$ cat src/rtl/aft_pkg.sv
package aft_pkg;

   // Bit positions in the line-control field (fixed by behaviour)
   localparam int CTL_LEN_LO = 0;
   localparam int CTL_LEN_HI = 1;
   localparam int CTL_STOP   = 2;
   localparam int CTL_PAR_EN = 3;
   localparam int CTL_EVEN   = 4;
   localparam int CTL_STICK  = 5;
   localparam int CTL_W      = 6;
   localparam int BYTE_W     = 8;
   localparam int MIN_WORD   = 5;

   typedef enum logic [2:0] {
      S_IDLE   = 3'd0,
      S_START  = 3'd1,
      S_DATA   = 3'd2,
      S_PARITY = 3'd3,
      S_STOP   = 3'd4
   } tx_state_t;

   typedef struct packed {
      logic [2:0]        last_idx;  // index of the final data bit
      logic              par_en;
      logic              par_bit;
      logic [BYTE_W-1:0] data;      // bits above last_idx cleared
   } frame_fmt_t;

endpackage

$ cat src/rtl/aft_fmt_decode.sv
module aft_fmt_decode
   import aft_pkg::*;
#(
   parameter int TICKS_PER_BIT = 16,
   parameter bit STICK_SUPPORT = 1'b1,
   parameter int CNT_W         = 6
) (
   input  logic [CTL_W-1:0]  ctrl,
   input  logic [BYTE_W-1:0] data,
   output frame_fmt_t        fmt,
   output logic [CNT_W-1:0]  stop_ticks
);

   localparam int STOP_ONE   = TICKS_PER_BIT;
   localparam int STOP_HALF  = TICKS_PER_BIT + TICKS_PER_BIT / 2;
   localparam int STOP_TWO   = 2 * TICKS_PER_BIT;

   logic [2:0]        last_idx;
   logic [BYTE_W-1:0] masked;
   logic              even_sel;
   logic              stick_par;
   logic              calc_par;

   assign last_idx = 3'(MIN_WORD - 1) + {1'b0, ctrl[CTL_LEN_HI:CTL_LEN_LO]};
   assign even_sel = ctrl[CTL_EVEN];

   always_comb begin
      for (int i = 0; i < BYTE_W; i++) begin
         masked[i] = data[i] && (3'(i) <= last_idx);
      end
   end

   // data ones + parity bit: odd total when even_sel=0, even total when 1
   assign calc_par = even_sel ? (^masked) : ~(^masked);

   generate
      if (STICK_SUPPORT) begin : g_stick
         assign stick_par = ctrl[CTL_STICK];
      end else begin : g_no_stick
         assign stick_par = 1'b0;
      end
   endgenerate

   always_comb begin
      fmt.last_idx = last_idx;
      fmt.par_en   = ctrl[CTL_PAR_EN];
      fmt.par_bit  = stick_par ? ~even_sel : calc_par;
      fmt.data     = masked;
      if (!ctrl[CTL_STOP])
         stop_ticks = CNT_W'(STOP_ONE);
      else if (last_idx == 3'(MIN_WORD - 1))
         stop_ticks = CNT_W'(STOP_HALF);
      else
         stop_ticks = CNT_W'(STOP_TWO);
   end

endmodule

$ cat src/rtl/aft_sequencer.sv
module aft_sequencer
   import aft_pkg::*;
#(
   parameter int TICKS_PER_BIT = 16,
   parameter int CNT_W         = 6
) (
   input  logic             clk,
   input  logic             rst_n,
   input  logic             launch,
   input  logic             baud_tick,
   input  frame_fmt_t       fmt,
   input  logic [CNT_W-1:0] stop_ticks,
   output logic             txd,
   output logic             busy
);

   localparam logic [CNT_W-1:0] BIT_LAST = CNT_W'(TICKS_PER_BIT - 1);

   tx_state_t         state;
   logic [CNT_W-1:0]  cnt;
   logic [2:0]        bit_idx;
   logic [BYTE_W-1:0] shreg;
   logic              bit_done;
   logic              stop_done;

   assign bit_done  = baud_tick && (cnt == BIT_LAST);
   assign stop_done = baud_tick && (cnt == stop_ticks - CNT_W'(1));

   always_ff @(posedge clk or negedge rst_n) begin
      if (!rst_n) begin
         state   <= S_IDLE;
         cnt     <= '0;
         bit_idx <= '0;
         shreg   <= '0;
      end else begin
         case (state)
            S_IDLE: begin
               cnt <= '0;
               if (launch) state <= S_START;
            end
            S_START: begin
               if (bit_done) begin
                  cnt     <= '0;
                  state   <= S_DATA;
                  bit_idx <= '0;
                  shreg   <= fmt.data;
               end else if (baud_tick) cnt <= cnt + CNT_W'(1);
            end
            S_DATA: begin
               if (bit_done) begin
                  cnt   <= '0;
                  shreg <= shreg >> 1;
                  if (bit_idx == fmt.last_idx)
                     state <= fmt.par_en ? S_PARITY : S_STOP;
                  else
                     bit_idx <= bit_idx + 3'd1;
               end else if (baud_tick) cnt <= cnt + CNT_W'(1);
            end
            S_PARITY: begin
               if (bit_done) begin
                  cnt   <= '0;
                  state <= S_STOP;
               end else if (baud_tick) cnt <= cnt + CNT_W'(1);
            end
            S_STOP: begin
               if (stop_done) begin
                  cnt   <= '0;
                  state <= S_IDLE;
               end else if (baud_tick) cnt <= cnt + CNT_W'(1);
            end
            default: state <= S_IDLE;
         endcase
      end
   end

   always_comb begin
      case (state)
         S_START:  txd = 1'b0;
         S_DATA:   txd = shreg[0];
         S_PARITY: txd = fmt.par_bit;
         default:  txd = 1'b1;
      endcase
   end

   assign busy = (state != S_IDLE);

   AST_HOLD_NO_TICK: assert property (@(posedge clk) disable iff (!rst_n)
      (busy && !baud_tick) |=> ($stable(state) && $stable(cnt)));
   AST_BIT_BOUND: assert property (@(posedge clk) disable iff (!rst_n)
      (busy && state != S_STOP) |-> (cnt < CNT_W'(TICKS_PER_BIT)));
   AST_STOP_BOUND: assert property (@(posedge clk) disable iff (!rst_n)
      (state == S_STOP) |-> (cnt < stop_ticks));
   AST_PARITY_ONLY_EN: assert property (@(posedge clk) disable iff (!rst_n)
      (state == S_PARITY) |-> fmt.par_en);

endmodule

$ cat src/rtl/async_frame_tx.sv
module async_frame_tx
   import aft_pkg::*;
#(
   parameter int TICKS_PER_BIT = 16,
   parameter bit STICK_SUPPORT = 1'b1
) (
   input  logic        clk,
   input  logic        rst_n,
   input  logic        baud_tick,
   input  logic [5:0]  line_ctrl,
   input  logic [7:0]  in_data,
   input  logic        in_valid,
   output logic        in_ready,
   output logic        txd,
   output logic        busy
);

   localparam int CNT_W = $clog2(2 * TICKS_PER_BIT + 1);

   generate
      if (TICKS_PER_BIT < 2 || (TICKS_PER_BIT % 2) != 0) begin : g_bad_ticks
         $error("TICKS_PER_BIT must be even and at least 2");
      end
   endgenerate

   frame_fmt_t       fmt_now, fmt_q;
   logic [CNT_W-1:0] stop_now, stop_q;
   logic             accept;

   assign in_ready = !busy;
   assign accept   = in_valid && in_ready;

   aft_fmt_decode #(
      .TICKS_PER_BIT (TICKS_PER_BIT),
      .STICK_SUPPORT (STICK_SUPPORT),
      .CNT_W         (CNT_W)
   ) u_decode (
      .ctrl       (line_ctrl),
      .data       (in_data),
      .fmt        (fmt_now),
      .stop_ticks (stop_now)
   );

   always_ff @(posedge clk or negedge rst_n) begin
      if (!rst_n) begin
         fmt_q  <= '0;
         stop_q <= CNT_W'(TICKS_PER_BIT);
      end else if (accept) begin
         fmt_q  <= fmt_now;
         stop_q <= stop_now;
      end
   end

   aft_sequencer #(
      .TICKS_PER_BIT (TICKS_PER_BIT),
      .CNT_W         (CNT_W)
   ) u_seq (
      .clk        (clk),
      .rst_n      (rst_n),
      .launch     (accept),
      .baud_tick  (baud_tick),
      .fmt        (fmt_q),
      .stop_ticks (stop_q),
      .txd        (txd),
      .busy       (busy)
   );

   AST_IDLE_HIGH: assert property (@(posedge clk) disable iff (!rst_n)
      !busy |-> txd);
   AST_START_LOW: assert property (@(posedge clk) disable iff (!rst_n)
      accept |=> (busy && !txd && !in_ready));
   AST_FMT_FROZEN: assert property (@(posedge clk) disable iff (!rst_n)
      (busy && $past(busy)) |-> ($stable(fmt_q) && $stable(stop_q)));

endmodule

$ cat config.mk
export PLATFORM = sky130hd
export DESIGN_NAME = async_frame_tx
export DESIGN_NICKNAME = d
export VERILOG_FILES = /design/src/rtl/aft_pkg.sv /design/src/rtl/aft_fmt_decode.sv /design/src/rtl/aft_sequencer.sv /design/src/rtl/async_frame_tx.sv
export SDC_FILE = /design/constraint.sdc
export NUM_CORES = 1
export LEC_CHECK = 0
export BUFFER_PORTS_ARGS = -buffer_cell sky130_fd_sc_hd__buf_4
export CAP_MARGIN = 20
export CORE_ASPECT_RATIO = 1.25
export CORE_MARGIN = 4
export CORE_UTILIZATION = 45
export DETAILED_ROUTE_END_ITERATION = 8
export GPL_ROUTABILITY_DRIVEN = 0
export PLACE_DENSITY = 0.61
export SLEW_MARGIN = 0
export SYNTH_ARGS = -nofsm -noshare
export SYNTH_HDL_FRONTEND = slang
export SYNTH_SLANG_ARGS = --single-unit
export TNS_END_PERCENT = 1
$ cat constraint.sdc
create_clock -name clk -period 3.8 [get_ports clk]
set_input_delay 0.19 -clock clk [delete_from_list [all_inputs] [get_ports clk]]
set_output_delay 0.19 -clock clk [all_outputs]
set_load 0.02 [all_outputs]
==> results.md <==
* # resized after CTS at 0
* Drt initial violations at 65
* Pwr/cell area at 565.2 nW/um2
* H-tree levels at 2
* Port bufs at 20
* Root buffer cell: clkbuf_8
* Post-synthesis sequential area ratio at 0.4492
* Count of unique library cells instantiated by Yosys at 57
* Antenna Cells at 0
* Final Hold Viols at 0
* Final setup margin at 1638 ps
* Least-Margin Pin Slew at 862.3 ps
* Total iterations of the first detailed-routing run at 4
* I/O pin count at 21
* Largest net degree at the start of global routing at 37
* Worst slack at placement at 1642 ps
* Min-Delay Path Class: in -> reg
* Crit-path max cell delay at 520 ps
* Synthesized area per cell at 10.57 um2
* Final Critical Period at 2162 ps
* Post-CTS Setup Repair Bufs at 0
* Vias in the first global route at 1,402
* Core area at 4197 um2
* Fin crit share at 0.5690
* Routed via count at 1,417
* Antenna violations before repair at 0
* Die width at 67.75 um
* CTS tree: done
* Setup Skew at 7.632 ps
* CTS buffer count at 5
* Max-cap violation count at 0
* First-pass GRT wire length at 6568 um
* Initial core utilization at 0.4785
* Worst-case clock buffer depth at 2
* Leak Pwr at 0.9621 nW
* Setup repair after global routing missed its margin: no
* Cell area after synthesis at 2008 um2
* HPWL after DPL at 2740 um
* Share of flip-flops with an asynchronous set or reset at 1.000
* Global-route usage over all layers at 0.1605
* Nature of the critical path endpoint: flop
* Max Freq at 462.5 MHz
* Crit-path cells: inv_1, ha_1, xor3_1, o41ai_2, o21a_4, o211ai_2, mux2_4
* CP Class: reg -> reg
* Clk sink count at 36
* Yosys Warn Count at 0
* Layout area overhead at 13.64%
* Filler Cell Count at 363
* Slew HR at 0.4208
* Final ANT Viol Nets at 0
* Worst-Skew Late Latency at 290 ps
* # setup viols final at 0
* EDFF count, synth at 0
* Syn_nets at 211
* Yosys reg bits at 36
* Startpoint types: flop
* Status: completed
* Routed WL per cell at 14.23 um
* DRC viols at 0
* Site Rows at 26
* Setup tns final at 0 ps
* GR Overflow Total at 0
* Arrival time worst endpoint at 2350 ps
* Share of cells above drive strength 1 at 0.2333
* Slew Limit Fails at 0
* Worst-path clk slew at 80 ps
* Max VDD drop at 0.0003278 V
* Nets at 230
* Critical path required time at 3990 ps
* Vias per std cell at 5.327
* Crit path max-delay cell type: dfstp_2
* Die Ht at 82.69 um
* Max FO, Critical Path at 9
* Die area at 5602 um2
* Post-CTS Hold Buffers at 1
* Most used DFF post-synth: dfrtp_1
* WL final at 3785 um
* Synthesized instance count at 190
## area by class of cell
| type | instances | area (um2) | share of cell area |
|---|---|---|---|
| flip-flops and latches | 36 | 902.1 | 0.3953 |
| multi-input cells | 137 | 1008 | 0.4419 |
| well taps | 56 | 70.07 | 0.03070 |
| clock buffers | 5 | 68.82 | 0.03015 |
| clock inverters | 3 | 42.54 | 0.01864 |
| repair buffers | 21 | 160.2 | 0.07018 |
| inverters | 8 | 30.03 | 0.01316 |
## sequential cells by signal, indices dropped and copies added, names as in the netlist
signal / flops
fmt_q: 13
u_seq.shreg: 8
u_seq.cnt: 6
stop_q: 3
u_seq.bit_idx: 3
u_seq.state: 3
## synth_stat cells (3+ instances only)
cell type | n | area [um2]
clkbuf_1 | 3 | 11.26
ha_1 | 3 | 37.54
o21ai_0 | 13 | 65.06
inv_1 | 8 | 30.03
nand3_1 | 6 | 30.03
nand2_1 | 17 | 63.81
mux2i_1 | 7 | 70.07
dfrtp_1 | 35 | 875.8
xnor2_1 | 8 | 70.07
mux2_2 | 9 | 101.4
nor2_1 | 13 | 48.80
a21oi_1 | 11 | 55.05
## layer usage
| layer | vias up | GRT usage | share of wire |
|---|---|---|---|
| met5 | - | 0 | 0 |
| met4 | 0 | 0.07302 | 0.019 |
| met3 | 8 | 0.04060 | 0.038 |
| met2 | 28 | 0.2522 | 0.48 |
| met1 | 666 | 0.2060 | 0.47 |
| li1 | 715 | - | - |
## through the flow
stage	area, um2	util	std cells	hold slack, ps	power [mW]
after global routing	2282	0.5438	266	121.9	1.381
after global placement	2161	0.5149	257	169.6	0.9527
final	2282	0.5438	266	132.3	1.290
after floorplan	2008	-	190	-105.6	0.8636
after CTS	2282	0.5438	266	118.1	1.310
after detailed placement	2161	0.5149	257	173.1	0.9634
## worst max-delay path: cells and delay by family (launching register included)
| kind | cells | cell delay [ps] |
|---|---|---|
| xor+xnor | 1 | 370 |
| mux | 1 | 300 |
| buf+inv | 1 | 50 |
| compound gates | 3 | 660 |
| fa+ha+maj | 1 | 170 |
| flops | 1 | 520 |
## where the power goes
part / internal (mW) / switching [mW]
sequential: 0.474 / 0.0656
clock: 0.194 / 0.144
combinational: 0.217 / 0.194
## final timing paths
check	endpoint	cells after the start	slack [ps]	start
worst max-delay path	u_seq.state[0]	7	1640	stop_q[4]
worst min-delay path	fmt_q[9]	2	130	line_ctrl[3]
worst max register to register	u_seq.state[0]	7	1640	stop_q[4]
worst min register to register	u_seq.shreg[7]	2	490	fmt_q[7]
max in group asynchronous	stop_q[4]	2	3070	rst_n
min in group asynchronous	u_seq.bit_idx[2]	2	380	rst_n
## kinds of logic (layout without fill, tap and decap cells)
logic type / after synthesis / after routing / synth area share
AOI/OAI and AO/OA: 42 / 42 / 0.1414
adders and majority gates: 3 / 3 / 0.01869
muxes: 17 / 17 / 0.09284
DFF: 36 / 36 / 0.4492
buffers and inverters: 17 / 37 / 0.04860
and+or+nand+nor: 63 / 63 / 0.1826
xor gates and xnor gates: 12 / 12 / 0.06667
## layout by cell type (no fill, tap or decap), types with 2 or more instances in the layout
cell type / n
a21o_1: 2
a21oi_1: 11
a31oi_1: 2
and4_1: 2
buf_4: 20
clkbuf_8: 5
dfrtp_1: 35
ha_1: 3
inv_1: 8
mux2_2: 9
mux2i_1: 7
nand2_1: 17
nand3_1: 6
nand3_2: 2
nand4bb_1: 2
nor2_1: 13
nor2b_1: 2
nor3_1: 2
nor3b_1: 2
nor4_1: 2
o21ai_0: 13
xnor2_1: 8
xor2_1: 2
Power figures use the tool's default switching activity.
